[src/rtl/prt_pkg.sv]
package prt_pkg;
  typedef enum logic [2:0] {
    MODE_IDLE      = 3'd0,
    MODE_B_TRIG    = 3'd1,
    MODE_A_GATE    = 3'd2,
    MODE_GATE_TRIG = 3'd3,
    MODE_B_CLK     = 3'd4,
    MODE_A_TRIG    = 3'd5,
    MODE_GATE_CLK  = 3'd6,
    MODE_DUAL_TRIG = 3'd7
  } pin_mode_e;

  typedef struct packed {
    logic a_gate;
    logic a_trig;
    logic b_trig;
    logic b_clk;
  } pin_roles_t;

  function automatic pin_roles_t decode_roles(input logic [2:0] m);
    pin_roles_t r;
    r = '0;
    unique case (pin_mode_e'(m))
      MODE_IDLE:      ;
      MODE_B_TRIG:    r.b_trig = 1'b1;
      MODE_A_GATE:    r.a_gate = 1'b1;
      MODE_GATE_TRIG: begin r.a_gate = 1'b1; r.b_trig = 1'b1; end
      MODE_B_CLK:     r.b_clk  = 1'b1;
      MODE_A_TRIG:    r.a_trig = 1'b1;
      MODE_GATE_CLK:  begin r.a_gate = 1'b1; r.b_clk = 1'b1; end
      MODE_DUAL_TRIG: begin r.a_trig = 1'b1; r.b_trig = 1'b1; end
      default:        ;
    endcase
    return r;
  endfunction
endpackage

[src/rtl/prt_pin_sync.sv]
module prt_pin_sync #(
  parameter int unsigned NPINS = 2
) (
  input  logic             clk_i,
  input  logic             rst_ni,
  input  logic [NPINS-1:0] pin_i,
  output logic [NPINS-1:0] level_o,
  output logic [NPINS-1:0] rise_o
);
  for (genvar g = 0; g < NPINS; g++) begin : g_pin
    logic s1_q, s2_q, s3_q;
    always_ff @(posedge clk_i or negedge rst_ni) begin
      if (!rst_ni) begin
        s1_q <= 1'b0;
        s2_q <= 1'b0;
        s3_q <= 1'b0;
      end else begin
        s1_q <= pin_i[g];
        s2_q <= s1_q;
        s3_q <= s2_q;
      end
    end
    assign level_o[g] = s2_q;
    assign rise_o[g]  = s2_q & ~s3_q;

    // edge pulse lasts one cycle
    a_r2_single_pulse: assert property (@(posedge clk_i) disable iff (!rst_ni)
      rise_o[g] |=> !rise_o[g]);
  end
endmodule

[src/rtl/prt_prescaler.sv]
module prt_prescaler #(
  parameter int unsigned PSC_W = 8
) (
  input  logic             clk_i,
  input  logic             rst_ni,
  input  logic             en_i,
  input  logic [PSC_W-1:0] div_i,
  output logic             tick_o
);
  logic [PSC_W-1:0] cnt_q;

  assign tick_o = en_i && (cnt_q == '0);

  always_ff @(posedge clk_i or negedge rst_ni) begin
    if (!rst_ni)      cnt_q <= '0;
    else if (tick_o)  cnt_q <= div_i;
    else if (en_i)    cnt_q <= cnt_q - 1'b1;
  end

  // after a tick the divider restarts from the programmed value
  a_r8_reload_div: assert property (@(posedge clk_i) disable iff (!rst_ni)
    tick_o |=> cnt_q == $past(div_i));
  a_r8_hold_idle: assert property (@(posedge clk_i) disable iff (!rst_ni)
    !en_i |=> $stable(cnt_q));
endmodule

[src/rtl/prt_count_core.sv]
module prt_count_core #(
  parameter int unsigned CNT_W = 16
) (
  input  logic             clk_i,
  input  logic             rst_ni,
  input  logic             tick_i,
  input  logic             up_i,
  input  logic             trig0_i,
  input  logic             trig1_i,
  input  logic             cap0_i,
  input  logic             cap1_i,
  input  logic             wr_i,
  input  logic             sel_i,
  input  logic [CNT_W-1:0] wdata_i,
  output logic [CNT_W-1:0] count_o,
  output logic [CNT_W-1:0] reg0_o,
  output logic [CNT_W-1:0] reg1_o
);
  localparam logic [CNT_W-1:0] CNT_MAX = {CNT_W{1'b1}};

  logic [CNT_W-1:0] cnt_q, r0_q, r1_q;
  logic load0, load1, grab0, grab1, wr0, wr1;

  assign load0 = trig0_i & ~cap0_i;
  assign load1 = trig1_i & ~cap1_i;
  assign grab0 = trig0_i &  cap0_i;
  assign grab1 = trig1_i &  cap1_i;
  assign wr0   = wr_i & ~sel_i;
  assign wr1   = wr_i &  sel_i;

  always_ff @(posedge clk_i or negedge rst_ni) begin
    if (!rst_ni)     cnt_q <= '0;
    else if (load0)  cnt_q <= r0_q;
    else if (load1)  cnt_q <= r1_q;
    else if (tick_i) cnt_q <= up_i ? cnt_q + 1'b1 : cnt_q - 1'b1;
  end

  always_ff @(posedge clk_i or negedge rst_ni) begin
    if (!rst_ni)    r0_q <= '0;
    else if (wr0)   r0_q <= wdata_i;
    else if (grab0) r0_q <= cnt_q;
  end

  always_ff @(posedge clk_i or negedge rst_ni) begin
    if (!rst_ni)    r1_q <= '0;
    else if (wr1)   r1_q <= wdata_i;
    else if (grab1) r1_q <= cnt_q;
  end

  assign count_o = cnt_q;
  assign reg0_o  = r0_q;
  assign reg1_o  = r1_q;

  a_r9_up_wrap: assert property (@(posedge clk_i) disable iff (!rst_ni)
    (tick_i && up_i && !load0 && !load1 && cnt_q == CNT_MAX) |=> cnt_q == '0);
  a_r9_down_wrap: assert property (@(posedge clk_i) disable iff (!rst_ni)
    (tick_i && !up_i && !load0 && !load1 && cnt_q == '0) |=> cnt_q == CNT_MAX);
  a_r4_reg0_wins: assert property (@(posedge clk_i) disable iff (!rst_ni)
    load0 |=> cnt_q == $past(r0_q));
  a_r5_reload1: assert property (@(posedge clk_i) disable iff (!rst_ni)
    (load1 && !load0) |=> cnt_q == $past(r1_q));
  a_r5_capture1: assert property (@(posedge clk_i) disable iff (!rst_ni)
    (grab1 && !wr1) |=> r1_q == $past(cnt_q));
  a_r5_capture_keeps_count: assert property (@(posedge clk_i) disable iff (!rst_ni)
    (grab1 && !load0 && !tick_i) |=> $stable(cnt_q));
  a_r12_write_first: assert property (@(posedge clk_i) disable iff (!rst_ni)
    wr0 |=> r0_q == $past(wdata_i));
endmodule

[src/rtl/pin_role_timer.sv]
module pin_role_timer
  import prt_pkg::*;
#(
  parameter int unsigned CNT_W = 16,
  parameter int unsigned PSC_W = 8
) (
  input  logic             clk_i,
  input  logic             rst_ni,
  input  logic [2:0]       mode_i,
  input  logic             pin_a_i,
  input  logic             pin_b_i,
  input  logic             dir_up_i,
  input  logic [PSC_W-1:0] presc_div_i,
  input  logic             reg0_cap_i,
  input  logic             reg1_cap_i,
  input  logic             reg_wr_i,
  input  logic             reg_sel_i,
  input  logic [CNT_W-1:0] reg_wdata_i,
  output logic [CNT_W-1:0] count_o,
  output logic [CNT_W-1:0] reg0_o,
  output logic [CNT_W-1:0] reg1_o,
  output logic             cnt_tick_o,
  output logic             presc_en_o,
  output logic             trig0_o,
  output logic             trig1_o
);
  localparam int unsigned PIN_A = 0;
  localparam int unsigned PIN_B = 1;

  pin_roles_t roles;
  logic [1:0] lvl, rise;
  logic gate_ok, presc_en, tick, trig0, trig1;

  assign roles = decode_roles(mode_i);

  prt_pin_sync #(.NPINS(2)) u_sync (
    .clk_i   (clk_i),
    .rst_ni  (rst_ni),
    .pin_i   ({pin_b_i, pin_a_i}),
    .level_o (lvl),
    .rise_o  (rise)
  );

  // gate passes while A is low
  assign gate_ok  = ~roles.a_gate | ~lvl[PIN_A];
  assign presc_en = gate_ok & (roles.b_clk ? rise[PIN_B] : 1'b1);
  assign trig0    = roles.a_trig & rise[PIN_A];
  assign trig1    = roles.b_trig & rise[PIN_B];

  prt_prescaler #(.PSC_W(PSC_W)) u_psc (
    .clk_i  (clk_i),
    .rst_ni (rst_ni),
    .en_i   (presc_en),
    .div_i  (presc_div_i),
    .tick_o (tick)
  );

  prt_count_core #(.CNT_W(CNT_W)) u_core (
    .clk_i   (clk_i),
    .rst_ni  (rst_ni),
    .tick_i  (tick),
    .up_i    (dir_up_i),
    .trig0_i (trig0),
    .trig1_i (trig1),
    .cap0_i  (reg0_cap_i),
    .cap1_i  (reg1_cap_i),
    .wr_i    (reg_wr_i),
    .sel_i   (reg_sel_i),
    .wdata_i (reg_wdata_i),
    .count_o (count_o),
    .reg0_o  (reg0_o),
    .reg1_o  (reg1_o)
  );

  assign cnt_tick_o = tick;
  assign presc_en_o = presc_en;
  assign trig0_o    = trig0;
  assign trig1_o    = trig1;

  a_r3_gate_blocks: assert property (@(posedge clk_i) disable iff (!rst_ni)
    (roles.a_gate && lvl[PIN_A]) |-> !tick);
  a_r6_clock_needs_edge: assert property (@(posedge clk_i) disable iff (!rst_ni)
    (roles.b_clk && !rise[PIN_B]) |-> !tick);
  a_r10_idle_pins: assert property (@(posedge clk_i) disable iff (!rst_ni)
    (mode_i == 3'd0) |-> (!trig0 && !trig1));
  a_r4_trig_onehot_role: assert property (@(posedge clk_i) disable iff (!rst_ni)
    trig0 |-> roles.a_trig);
endmodule

[config.mk]
export PLATFORM = sky130hd
export DESIGN_NAME = pin_role_timer
export DESIGN_NICKNAME = d
export VERILOG_FILES = /design/src/rtl/prt_pkg.sv /design/src/rtl/prt_pin_sync.sv /design/src/rtl/prt_prescaler.sv /design/src/rtl/prt_count_core.sv /design/src/rtl/pin_role_timer.sv
export SDC_FILE = /design/constraint.sdc
export NUM_CORES = 1
export LEC_CHECK = 0
export CORE_MARGIN = 4
export CORE_UTILIZATION = 50
export CTS_CLUSTER_DIAMETER = 40
export DETAILED_ROUTE_END_ITERATION = 8
export GPL_ROUTABILITY_DRIVEN = 0
export PLACE_DENSITY = 0.83
export SKIP_LAST_GASP = 1
export SYNTH_ARGS = -nofsm -noshare
export SYNTH_HDL_FRONTEND = slang
export SYNTH_SLANG_ARGS = --single-unit
[constraint.sdc]
create_clock -name clk_i -period 3.7 [get_ports clk_i]
set_clock_uncertainty 0.1 [all_clocks]
set_input_delay 0.37 -clock clk_i [delete_from_list [all_inputs] [get_ports clk_i]]
set_output_delay 0.37 -clock clk_i [all_outputs]
set_load 0.005 [all_outputs]
==> results.md <==
- Number of synthesized register bits: 62
- Post-CTS setup repair buffer count: 0
- VDD IR max: between 300 and 400 µV
- Fmax: 325 MHz
- Final WS setup: roughly 630 ps
- Worst-Skew Late Latency: between 300 and 400 ps
- Root Buffer Master: clkbuf_8
- Worst EP required: ~3200 ps
- Final antenna-violating net count: 0
- Wirelength, routed: slightly below 10000 µm
- # IOs: 88
- Die X-Extent: around 93 µm
- Compound-Gate Fraction of Synth Area: 0.204
- RSZ-0062 raised after global routing: no
- Post-Synth Adder-Cell Area: 0.0568
- Placed cell count: between 500 and 600
- Via Count: 3444
- Hold-fix buffers at CTS: 0
- Avg Inst Size Synth: 8.98 µm²
- First-pass GRT wire length: ~16000 µm
- Initial Util: 0.526
- Synthesized area: about 0.0037 mm²
- Critical Path Fanout Max: 15
- Share of cells above drive strength 1: 0.0643
- Site row count: 30
- Asr flop ratio synth: 1.00
- Clk pin slew, worst setup/hold paths: around 70 ps
- Startpoint Class: flip-flop
- Area share of the largest cell type after synthesis: 0.425
- Sinks on Clock Net: 62
- Final hold viol count: 0
- Max cap viols: 0
- Synth area leaders: dfrtp_1 (42%), mux2i_1 (8.8%), o21ai_0 (7.4%), nand2_1 (7.2%), ha_1 (5.1%)
- H-tree depth: 3
- Pre-antenna DRT Iters: 7
- Top post-synthesis cells by count: nand2_1 (70), dfrtp_1 (62), o21ai_0 (54), mux2i_1 (32), a21oi_1 (31)
- Cell with the most instances after synthesis: nand2_1
- Final std cells w/o fill: between 500 and 600
- Leading area contributor after synthesis: dfrtp_1
- Setup violations, final: 0
- Vias in the first global route: 3400
- Fin. max-slew vios: 0
- Initial DRC count: roughly 280
- NumNets Final: roughly 550
- Xor and xnor area share after synthesis: 0.0384
- Diodes inserted: 0
- Worst Tran Pin Value: 914 ps
- Largest net degree at the start of global routing: 42
- Die Y-Extent: slightly above 90 µm
- Area growth, synth to finish: 31.8%
- Power Density: 682 mW/mm²
- Critical Path AT: about 2600 ps
- Worst reg2reg path depth: 7
- Number of synthesized flops with an enable pin: 0
- Clk buf depth: 2
- CP Class: flip-flop to output port
- Crit end category: output port
- Net Count, Synth: 459
- Minimum clock period: approximately 3100 ps
- Register area share after synthesis: 0.425
- Crit share post-route: 0.831
- Num CTS Buffers: 9
- Total global routing overflow: 0
- Die area: 0.00874 mm²
- Post-synthesis simple-gate area fraction: 0.151
- Primary FF master, synth: dfrtp_1
- Overall Global Routing Usage: 0.234
- Synthesis Warnings: 0
- Worst rel slew slack: 0.391
- Core Footprint: about 0.0069 mm²
- Post-Synthesis Cells: 407
- Worst hold-check path type: input pin to asynchronous set/reset pin
- Largest family of logic cells by synthesized area: compound AO/OA/AOI/OAI gates
- Fin Setup TNS: 0 ps
- Post-CTS Resized: 0
- DRC: 0
- Post-place setup slack: approximately 410 ps
- TritonCTS clock tree: yes
- Leak Pwr: 2.24 nW
- Netlist cell types: 49
- IO buf count: 87
- Status: completed
- Initial antenna violation count: 0
- Mux cell area share after synthesis: 0.0877
- Vias per std cell: just under 6
- DR WL/cell: about 16 µm
- Hpwl dp: about 7000 µm
==> state kept, by name (all words and copies together) (netlist names) <==
signal and cells:
u_core.reg1_o 16, u_core.count_o 16, u_core.reg0_o 16, u_sync.g_pin.s1_q 2, u_sync.g_pin.s3_q 2, u_psc.cnt_q 8, u_sync.g_pin.s2_q 2
==> where the power goes <==
| part | internal (W) | switching [W] | leakage (nW) |
|---|---|---|---|
| clock network | 0.000345 | 0.000261 | 0.106 |
| registers | 0.000910 | 0.000271 | 0.766 |
| logic | 0.000820 | 0.000676 | 1.37 |
| total | 0.00208 | 0.00121 | 2.24 |
==> critical path, cell delays in order (launching register included) <==
cell and delay [ps]:
dfrtp_1 430, or3_1 420, or4_4 440, clkinv_2 80
nand3_4 190, clkinv_4 180, clkdlybuf4s50_1 520
==> layout make-up <==
class                   instances  area (µm²)
clock inverters                 4        45.0
multi-input cells             314        1980
inverters                      12        51.3
repair buffers                 94         918
flip-flops and latches         62        1550
well taps                      96         120
clock buffers                  12         155
fillers                       536        2130
==> per-stage QoR <==
| stage | cell area [µm²] | hold WS, ps | total power (W) | util |
|---|---|---|---|---|
| global route | 4820 | 124 | 0.00354 | 0.694 |
| CTS | 4820 | 89.6 | 0.00329 | 0.694 |
| global placement | 4620 | 233 | 0.00260 | 0.665 |
| detailed placement | 4620 | 235 | 0.00267 | 0.665 |
| finish | 4820 | 56.4 | 0.00328 | 0.694 |
| floorplan | 3650 | -25.6 | 0.00199 | - |
==> kinds of logic after synthesis <==
kind of cell,after synthesis
adders and majority gates,16
xor gates and xnor gates,16
and+or+nand+nor,122
DFF,62
buffers and inverters,31
AOI/OAI and AO/OA,128
muxes,32
==> placed cells by master, fill, tap and decap left out, drive strengths merged, types with 5 or more instances in the layout <==
cell	n
a21o	8
a21oi	32
buf	8
clkbuf	12
clkdlybuf4s50	86
clkinv	5
dfrtp	62
ha	15
inv	10
mux2i	32
nand2	70
nor2	17
nor3	9
o211ai	8
o21ai	57
or3	6
xnor2	8
xor2	8
==> final timing paths <==
check | from | endpoint | slack (ps)
setup reg to reg | u_sync.g_pin[1].s2_q$_DFF_PN0_ | u_core.count_o[6]$_DFFE_PN0P_ | 1120
setup / recovery | u_psc.cnt_q[5]$_DFFE_PN0P_ | cnt_tick_o | 630
max in group asynchronous | rst_ni | u_core.reg0_o[2]$_DFFE_PN0P_ | 2610
min in group clk_i | u_sync.g_pin[1].s1_q$_DFF_PN0_ | u_sync.g_pin[1].s2_q$_DFF_PN0_ | 250
hold / removal | rst_ni | u_psc.cnt_q[7]$_DFFE_PN0P_ | 60
hold reg to reg | u_sync.g_pin[1].s1_q$_DFF_PN0_ | u_sync.g_pin[1].s2_q$_DFF_PN0_ | 250
==> routing by layer <==
layer  share of wire  vias to the layer above  track usage
li1                -                     1628            -
met1            0.44                     1664        0.307
met2            0.48                      140        0.374
met3           0.074                       12       0.0571
met4           0.013                        0       0.0891
met5               0                        -            0
(Power assumes the default switching activity.)
